<file path="src/rtl/eib_pkg.sv">
// Package: shared register offsets and access decode for the edge-latching
// interrupt collector. Assumes byte offsets and word-aligned registers.
package eib_pkg;
    localparam int PEND_OFS = 'h00;
    localparam int ENAB_OFS = 'h04;

    typedef enum logic [1:0] {
        ACC_NONE = 2'd0,
        ACC_PEND = 2'd1,
        ACC_ENAB = 2'd2
    } eib_acc_e;

    // Map a byte offset onto the register it selects.
    function automatic eib_acc_e eib_decode(input logic [31:0] ofs);
        if (ofs == 32'(PEND_OFS))      return ACC_PEND;
        else if (ofs == 32'(ENAB_OFS)) return ACC_ENAB;
        else                           return ACC_NONE;
    endfunction
endpackage

</file>
<file path="src/rtl/eib_sync.sv">
// Module: multi-stage synchronizer for a vector of asynchronous lines.
// Assumes each line is independent; no bus coherency across bits.
module eib_sync #(
    parameter int WIDTH  = 32,
    parameter int STAGES = 2
) (
    input  logic             clk,
    input  logic             rst_n,
    input  logic [WIDTH-1:0] async_i,
    output logic [WIDTH-1:0] sync_o
);
    logic [WIDTH-1:0] stage_q [STAGES];

    generate
        for (genvar s = 0; s < STAGES; s++) begin : g_stage
            if (s == 0) begin : g_first
                // Capture the raw inputs into the first flop row.
                always_ff @(posedge clk) begin
                    if (!rst_n) stage_q[0] <= '0;
                    else        stage_q[0] <= async_i;
                end
            end else begin : g_next
                // Shift the previous row forward one stage.
                always_ff @(posedge clk) begin
                    if (!rst_n) stage_q[s] <= '0;
                    else        stage_q[s] <= stage_q[s-1];
                end
            end
        end
    endgenerate

    assign sync_o = stage_q[STAGES-1];
endmodule

</file>
<file path="src/rtl/eib_edge.sv">
// Module: rising-edge detector. Compares each synchronized line with its
// value one cycle earlier and flags a 0-to-1 step for one cycle.
// Assumes inputs are already in the local clock domain.
module eib_edge #(
    parameter int WIDTH = 32
) (
    input  logic             clk,
    input  logic             rst_n,
    input  logic [WIDTH-1:0] lvl_i,
    output logic [WIDTH-1:0] rise_o
);
    logic [WIDTH-1:0] prev_q;

    // Remember last cycle's level of every line.
    always_ff @(posedge clk) begin
        if (!rst_n) prev_q <= '0;
        else        prev_q <= lvl_i;
    end

    // Flag lines that are high now and were low before.
    always_comb rise_o = lvl_i & ~prev_q;


    no_double_edge_chk: assert property (@(posedge clk) disable iff (!rst_n)
        ((rise_o & $past(rise_o)) == '0));
endmodule

</file>
<file path="src/rtl/eib_regs.sv">
// Module: pending (sticky, write-0-to-clear) and enable registers.
// An edge in the same cycle as a clearing write keeps its bit set.
// Assumes the write strobes are mutually exclusive.
module eib_regs #(
    parameter int WIDTH = 32
) (
    input  logic             clk,
    input  logic             rst_n,
    input  logic [WIDTH-1:0] rise_i,
    input  logic             pend_we,
    input  logic             enab_we,
    input  logic [WIDTH-1:0] wdata_i,
    output logic [WIDTH-1:0] pend_o,
    output logic [WIDTH-1:0] enab_o
);
    logic [WIDTH-1:0] pend_q, enab_q;
    logic [WIDTH-1:0] keep_mask;

    // Bits written as 0 are dropped, all others are kept.
    always_comb keep_mask = pend_we ? wdata_i : '1;

    // Pending bits: clear on written 0, new edges set with priority.
    always_ff @(posedge clk) begin
        if (!rst_n) pend_q <= '0;
        else        pend_q <= (pend_q & keep_mask) | rise_i;
    end

    // Enable bits: plain load on write.
    always_ff @(posedge clk) begin
        if (!rst_n)       enab_q <= '0;
        else if (enab_we) enab_q <= wdata_i;
    end

    assign pend_o = pend_q;
    assign enab_o = enab_q;


    set_wins_chk: assert property (@(posedge clk) disable iff (!rst_n)
        (rise_i != '0) |=> ((pend_q & $past(rise_i)) == $past(rise_i)));


    clear_needs_write_chk: assert property (@(posedge clk) disable iff (!rst_n)
        (($past(pend_q) & ~pend_q) != '0) |-> $past(pend_we));


    set_needs_edge_chk: assert property (@(posedge clk) disable iff (!rst_n)
        ((pend_q & ~$past(pend_q) & ~$past(rise_i)) == '0));
endmodule

</file>
<file path="src/rtl/edge_irq_collector.sv">
// Module: top of the edge-latching interrupt collector. Synchronizes the
// sources, detects rising edges, keeps pending/enable registers behind a
// simple strobe bus and drives one level request to a parent controller.
// Assumes 1 <= NUM_SRC <= DATA_W and a single-cycle register access.
module edge_irq_collector
    import eib_pkg::*;
#(
    parameter int NUM_SRC     = 32,
    parameter int DATA_W      = 32,
    parameter int ADDR_W      = 8,
    parameter int SYNC_STAGES = 2
) (
    input  logic               clk,
    input  logic               rst_n,
    input  logic [NUM_SRC-1:0] src_i,
    input  logic               bus_sel,
    input  logic               bus_wr,
    input  logic [ADDR_W-1:0]  bus_addr,
    input  logic [DATA_W-1:0]  bus_wdata,
    output logic [DATA_W-1:0]  bus_rdata,
    output logic               irq_o
);
    localparam int SRC_W = NUM_SRC;

    logic [SRC_W-1:0] src_sync, src_rise;
    logic [SRC_W-1:0] pend, enab;
    eib_acc_e         acc;
    logic             pend_we, enab_we;
    logic             wdata_parity;

    eib_sync #(.WIDTH(SRC_W), .STAGES(SYNC_STAGES)) u_sync (
        .clk(clk), .rst_n(rst_n), .async_i(src_i), .sync_o(src_sync));

    eib_edge #(.WIDTH(SRC_W)) u_edge (
        .clk(clk), .rst_n(rst_n), .lvl_i(src_sync), .rise_o(src_rise));

    // Decode which register the bus targets.
    always_comb acc = eib_decode(32'(bus_addr));

    // Form the write strobes.
    always_comb begin
        pend_we = bus_sel && bus_wr && (acc == ACC_PEND);
        enab_we = bus_sel && bus_wr && (acc == ACC_ENAB);
    end

    eib_regs #(.WIDTH(SRC_W)) u_regs (
        .clk(clk), .rst_n(rst_n), .rise_i(src_rise),
        .pend_we(pend_we), .enab_we(enab_we),
        .wdata_i(bus_wdata[SRC_W-1:0]),
        .pend_o(pend), .enab_o(enab));

    // Read mux, unimplemented bits and offsets return zero.
    always_comb begin
        bus_rdata = '0;
        case (acc)
            ACC_PEND: bus_rdata[SRC_W-1:0] = pend;
            ACC_ENAB: bus_rdata[SRC_W-1:0] = enab;
            default:  bus_rdata = '0;
        endcase
    end

    // Level request: any enabled pending bit.
    always_comb irq_o = |(pend & enab);

    // Upper write-data bits feed nothing; fold them into one unused net.
    always_comb wdata_parity = ^bus_wdata;


    irq_rise_cause_chk: assert property (@(posedge clk) disable iff (!rst_n)
        $rose(irq_o) |-> ($past(src_rise != '0) || $past(enab_we)));


    irq_fall_cause_chk: assert property (@(posedge clk) disable iff (!rst_n)
        $fell(irq_o) |-> ($past(pend_we) || $past(enab_we)));
endmodule

</file>
<file path="config.mk">
export PLATFORM = sky130hd
export DESIGN_NAME = edge_irq_collector
export DESIGN_NICKNAME = d
export VERILOG_FILES = /design/src/rtl/eib_pkg.sv /design/src/rtl/eib_sync.sv /design/src/rtl/eib_edge.sv /design/src/rtl/eib_regs.sv /design/src/rtl/edge_irq_collector.sv
export SDC_FILE = /design/constraint.sdc
export NUM_CORES = 1
export LEC_CHECK = 0
export BUFFER_PORTS_ARGS = -buffer_cell sky130_fd_sc_hd__buf_4
export CORE_ASPECT_RATIO = 1.25
export CORE_MARGIN = 2
export CORE_UTILIZATION = 57
export CTS_BUF_LIST = sky130_fd_sc_hd__clkbuf_8
export DETAILED_ROUTE_END_ITERATION = 10
export GPL_ROUTABILITY_DRIVEN = 0
export PLACE_DENSITY = 0.81
export SLEW_MARGIN = 0
export SYNTH_ARGS = -nofsm -noshare
export SYNTH_HDL_FRONTEND = slang
export SYNTH_HIERARCHICAL = 1
export SYNTH_SLANG_ARGS = --single-unit
</file>
<file path="constraint.sdc">
create_clock -name clk -period 2.01 [get_ports clk]
set_input_delay 0.1005 -clock clk [delete_from_list [all_inputs] [get_ports clk]]
set_output_delay 0.1005 -clock clk [all_outputs]
set_load 0.02 [all_outputs]
</file>
==> results of run 1 <==
routing by layer:
metal,global-route usage,vias up
met1,0.295,2024
met5,0,-
met4,0.0761,0
li1,-,2156
met3,0.0589,14
met2,0.401,127
timing repair:
item                                    4_1_cts  5_1_grt
hold buffers                                 64        0
pin swaps                                     0        3
endpoints found under the setup margin        1        1
hold endpoints to repair                     95        0
resized for setup                             1        4
path summary, 6_finish.rpt:
path | to | slack, ps | cells past startpoint
min | u_regs/pend_o[27] | 130 | 3
max reg2reg | u_regs/pend_o[17] | 1040 | 3
max | irq_o | 70 | 4
min reg2reg | u_sync/stage_q[1][30] | 440 | 1
layout by cell type (no fill, tap or decap), types with 3 or more instances in the layout:
master	count
buf_12	4
dlygate4sd3_1	64
o21ai_0	27
and2_2	93
nor2b_1	64
clkbuf_8	19
a22o_2	11
nor3b_1	32
a22oi_2	4
nor2_1	32
and2_1	3
a22oi_1	12
o21ai_1	5
bufinv_16	5
a22o_1	21
mux2i_1	32
dfxtp_1	159
nand4_1	4
buf_4	113
where the power goes:
group	total [uW]	internal (uW)	leakage (uW)	switching (uW)
registers	3330	3280	0.00131	51.1
logic	415	268	0.00175	146
clock network	2610	1530	0.000225	1080
total	6350	5070	0.00328	1280
stage by stage:
step	setup slack, ps	cell area, um^2	utilization	hold slack, ps
4_1_cts	9.73	7860	0.782	109
3_5_place_dp	147	6770	0.673	327
5_1_grt	0.0346	7880	0.783	149
6_report	67.3	7880	0.783	129
3_3_place_gp	211	6770	0.673	322
2_1_floorplan	189	5890	-	237
flip-flops by register name, indices dropped and copies added (netlist names):
signal	cells
u_sync/stage_q	64
u_edge/prev_q	32
u_regs/enab_o	32
u_regs/pend_o	32
worst min-delay path, cell delays in order:
cell and delay, ps:
buf_4 230, o21ai_0 120, nor2_1 40
final cells by class:
class                      instances  area, um^2
timing repair buffer             181        1570
tap                              129         161
inverter                           1        3.75
fill                             639        2180
clock buffer                      19         262
clock inverter                    11         188
sequential                       160        3200
multi-input combinational        347        2490
cells by family (layout without fill, tap and decap cells):
| kind of cell | after synthesis | in the layout | share of synthesized area |
|---|---|---|---|
| and+or+nand+nor | 235 | 235 | 0.267 |
| buffers and inverters | 30 | 212 | 0.0372 |
| DFF | 160 | 160 | 0.544 |
| AOI/OAI and AO/OA | 80 | 80 | 0.0975 |
| muxes | 32 | 32 | 0.0544 |
==> impl_metrics.yaml, run 1 <==
drt:
  wl_met1_mm: 5.54
  route.met2.wl_mm: 6.62
  wl_met3_um: 600
  wire_per_inst_um: 15.2
  final_antenna_net_count: 0
  routed_via_density: 5.10
  via_count: 4321
  wl_mm: 12.9
  drc: 0
  firstDrtPassIters: 5
  first_iter_violations: 252
  dr.max_layer_used: "met4"
setup_path:
  arrival_ps: 1840
  r2r_start: "u_sync/stage_q[1][17]"
  startpoint: "u_regs/pend_o[12]"
  crit_path_max_fanout: 3
  required_ps: 1910
  path_buf_inv: 1
  slowest_delay_ps: 510
  path_delay_family: "simple AND/OR/NAND/NOR gates"
  crit_chain: "a22oi_1 -> nand4_1 -> or4_1 -> buf_4"
  start_kind: "register"
  end_kind: "output port"
  crit_type: "register to output port"
  slowest_stage: "or4_1"
worst_hold_path:
  min_path_type: "input port to register"
  hold_start: "rst_n"
yosys:
  synth_top_area_share: 0.544
  synthCells: 537
  syn_area_mm2: 0.00589
  yosysSeqAreaShare: 0.544
  avgSynthCellArea_um2: 11.0
  synth.net_count: 613
  synth_common_cells: "dfxtp_1, and2_2, nor2b_1"
  async_reset_ff_frac: 0
  synth_cell_types: 25
  ys_warn_count: 6
  synth.most_common_cell: "dfxtp_1"
  synth_flop_cell: "dfxtp_1"
  synth-seq-cells: 160
  netlist_top_cells_area: "dfxtp_1, and2_2, nor2b_1, mux2i_1, nor3b_1"
  synth_enable_flop_cells: 0
  yosys.area.top_type: "dfxtp_1"
floorplanning:
  die_h_um: 118
  num_rows: 41
  coreArea_mm2: 0.0101
  io_pins: 109
  start_util: 0.586
  die-area_mm2: 0.0112
  die_w_um: 94.9
finish:
  drive_gt1_frac: 0.360
  fin_cells: 848
  area_growth_pct: 33.7
  n_antenna_cell: 0
  layout.nets: 784
timing:
  finalHoldViolations: 0
  finClkSkew_ps: 8.32
  setup_viol: 0
  tightest_slew_ps: 385
  min_period_ps: 1940
  fin_setup_tns_ps: 0
  timing.final.crit_share: 0.967
  slew_headroom: 0.743
  fmax_ghz: 0.515
  rsz0062_at_grt: "no"
  final-max-slew-violation-count: 0
place:
  portBuffers: 108
  dp_cells: 754
  dp_hpwl_mm: 7.98
clock_tree:
  clkTransAtPathRegs_ps: 80
  htreeDepth: 4
  cts_made_buffers: 17
  clock_path_buffers: 2
  clock-root-buffer: "clkbuf_8"
  insertion_delay_ps: 420
  cts_tree: "built"
  postCtsSetupRepairBufs: 0
  cts_sinks: 160
power_and_ir_drop:
  powerDensity_mw_per_mm2: 806
  power_uw: 6350
  power_leakage_uw: 0.00328
  vdd_drop_max_uv: 559
grt:
  overflow: 0
  grt_max_degree: 69
  track_usage: 0.238
  antenna_found_initial: 0
  grt_first_pass_wirelength_mm: 20.6
  grt_pass1_vias: 4366
job:
  maxCapViolations: 0
status:
  outcome: "finished, final reports clean"
Note: power is estimated with default switching activity, not from simulation.
==> inputs of run 2 (changes only) <==
- CORE_UTILIZATION: 57 -> 52
- PLACE_DENSITY: 0.81 -> 0.77
- SKIP_LAST_GASP: default -> 1
- clock period: 2.01 -> 1.7 ns (I/O delays scaled with it)
==> run 2 against run 1 <==
Net effect:
- via count increased by 3.7%
- design area up 7.3%
- critical path depth stayed put
- core utilization decreased by 2.1 points
- sequential cell count is the same
- critical endpoint unchanged
- hold slack lost 38 ps
- highest routed layer unchanged
- largest power group unchanged
- count of clock-buffer cells in the layout stayed put
- clock skew rose by 1.6 ps
- the flow now finishes with violations (setup timing)
==> impl_metrics.yaml, run 2 (synthesis gave the netlist of run 1 again) <==
timing:
  final-max-slew-violation-count: 0
  rsz0062_at_grt: "yes"
  finalHoldViolations: 0
  holdWs_ps: 91.0
  finClkSkew_ps: 9.87
  timing.final.crit_share: 1.13
  setup_viol: 12
  slew_headroom: 0.760
  min_period_ps: 1920
  setup_ws_ps: -219
  tightest_slew_ps: 359
  fmax_ghz: 0.521
floorplanning:
  coreArea_mm2: 0.0111
  die_h_um: 123
  num_rows: 43
  die-area_mm2: 0.0122
  start_util: 0.531
  die_w_um: 99.2
  io_pins: 109
drt:
  wire_per_inst_um: 15.9
  drc: 0
  via_count: 4479
  firstDrtPassIters: 5
  first_iter_violations: 319
  routed_via_density: 5.16
  final_antenna_net_count: 0
  wl_mm: 13.8
power_and_ir_drop:
  vdd_drop_max_uv: 664
  power_leakage_uw: 0.00347
  powerDensity_mw_per_mm2: 825
clock_tree:
  cts_sinks: 160
  clkTransAtPathRegs_ps: 90
  cts_tree: "built"
  clock_path_buffers: 2
  htreeDepth: 4
  insertion_delay_ps: 430
  clock-root-buffer: "clkbuf_8"
  cts_made_buffers: 17
grt:
  grt_max_degree: 79
  grt_pass1_vias: 4456
  overflow: 0
  track_usage: 0.221
  grt_first_pass_wirelength_mm: 21.1
  antenna_found_initial: 0
finish:
  final.fill_count: 707
  layout_commonest_cell: "dfxtp_1"
  seq_area_mm2: 0.00322
  drive_gt1_frac: 0.446
  largest-register: "u_sync/stage_q"
  largest_register_ffs: 64
  multi_input_area_mm2: 0.00278
  area_growth_pct: 43.5
  n_antenna_cell: 0
  final_cell_mix: "dfxtp_1, and2_2, buf_4"
  layout.nets: 796
setup_path:
  crit_chain: "a22oi_1 -> nand4_1 -> or4_4 -> buf_6"
  slowest_delay_ps: 450
  arrival_ps: 1830
  timing.rr.end: "u_regs/pend_o[7]"
  crit_path_max_fanout: 3
  required_ps: 1620
  slowest_stage: "or4_4"
  end_kind: "output port"
  ff2ff_path_depth: 3
  path_delay_family: "simple AND/OR/NAND/NOR gates"
  rrSetupSlack_ps: 640
  start_kind: "register"
  crit_type: "register to output port"
  r2r_start: "u_sync/stage_q[1][7]"
  cp.depth: 4
  path_buf_inv: 1
status:
  violations: "setup timing"
  outcome: "finished, violations left"
worst_hold_path:
  min_delay_path_depth: 3
  hold_start: "rst_n"
  whs_endpoint: "u_regs/pend_o[31]"
  min_path_type: "input port to register"
place:
  dpl_worst_slack_ps: -136
  dp_hpwl_mm: 8.42
  portBuffers: 108
job:
  maxCapViolations: 0
[run 2: cell count changes in the layout (fill, tap and decap cells not counted), sizes merged]
cell,previous run,this run
clkinv,2,6
bufinv,5,0
buf,117,127
inv,3,6
clkbuf,19,21
[run 2: worst max path at each step]
stage | from | end | slack (ps)
3_3_place_gp | bus_addr[3] | bus_rdata[24] | -100
2_1_floorplan | bus_addr[3] | u_regs/pend_o[0] | -40
3_5_place_dp | bus_addr[3] | u_regs/enab_o[2] | -140
5_1_grt | u_regs/pend_o[7] | irq_o | -260
6_report | u_regs/pend_o[7] | irq_o | -220
4_1_cts | u_regs/enab_o[14] | irq_o | -190
[run 2: final cells by class]
type                            count  area share
Clock inverter                     13      0.0121
Timing Repair Buffer              193       0.228
Multi-Input combinational cell    347       0.328
Sequential cell                   160       0.380
Clock buffer                       19      0.0309
Inverter                            1    0.000444
Tap cell                          135      0.0200
[run 2: through the flow]
stage / instances / instance area (um^2) / util / setup TNS (ps) / total power [uW]
4_1_cts: 865 / 8180 / 0.738 / -229 / 7020
5_1_grt: 868 / 8450 / 0.763 / -1090 / 7270
6_report: 868 / 8450 / 0.763 / -352 / 6970
3_5_place_dp: 763 / 7010 / 0.633 / -4780 / 4400
3_3_place_gp: 763 / 7010 / 0.633 / -4100 / 4390
2_1_floorplan: 537 / 6060 / - / -1060 / 4190
[run 2: repair_timing]
item,in CTS,in global routing
pin swaps,12,23
buffers inserted,5,1
cloned,1,2
endpoints found under the setup margin,33,32
hold endpoints to repair,96,0
gates resized for setup,28,46
hold buffers,64,0
[run 2: power breakdown]
part	switching, uW	internal (uW)
Combinational	185	326
Clock	1400	1110
Sequential	67.4	3880
[run 2: routing by layer]
layer,global-route usage,share of wire,vias up
met5,0,0,-
met4,0.0916,0.019,0
met3,0.0611,0.051,21
met2,0.371,0.50,155
met1,0.268,0.43,2116
li1,-,-,2187
[run 2: worst min-delay path, delay by kind of cell]
family | cells | cell delay (ps)
AO/OA/AOI/OAI | 1 | 120
buffers and inverters | 1 | 220
AND/OR/NAND/NOR | 1 | 50
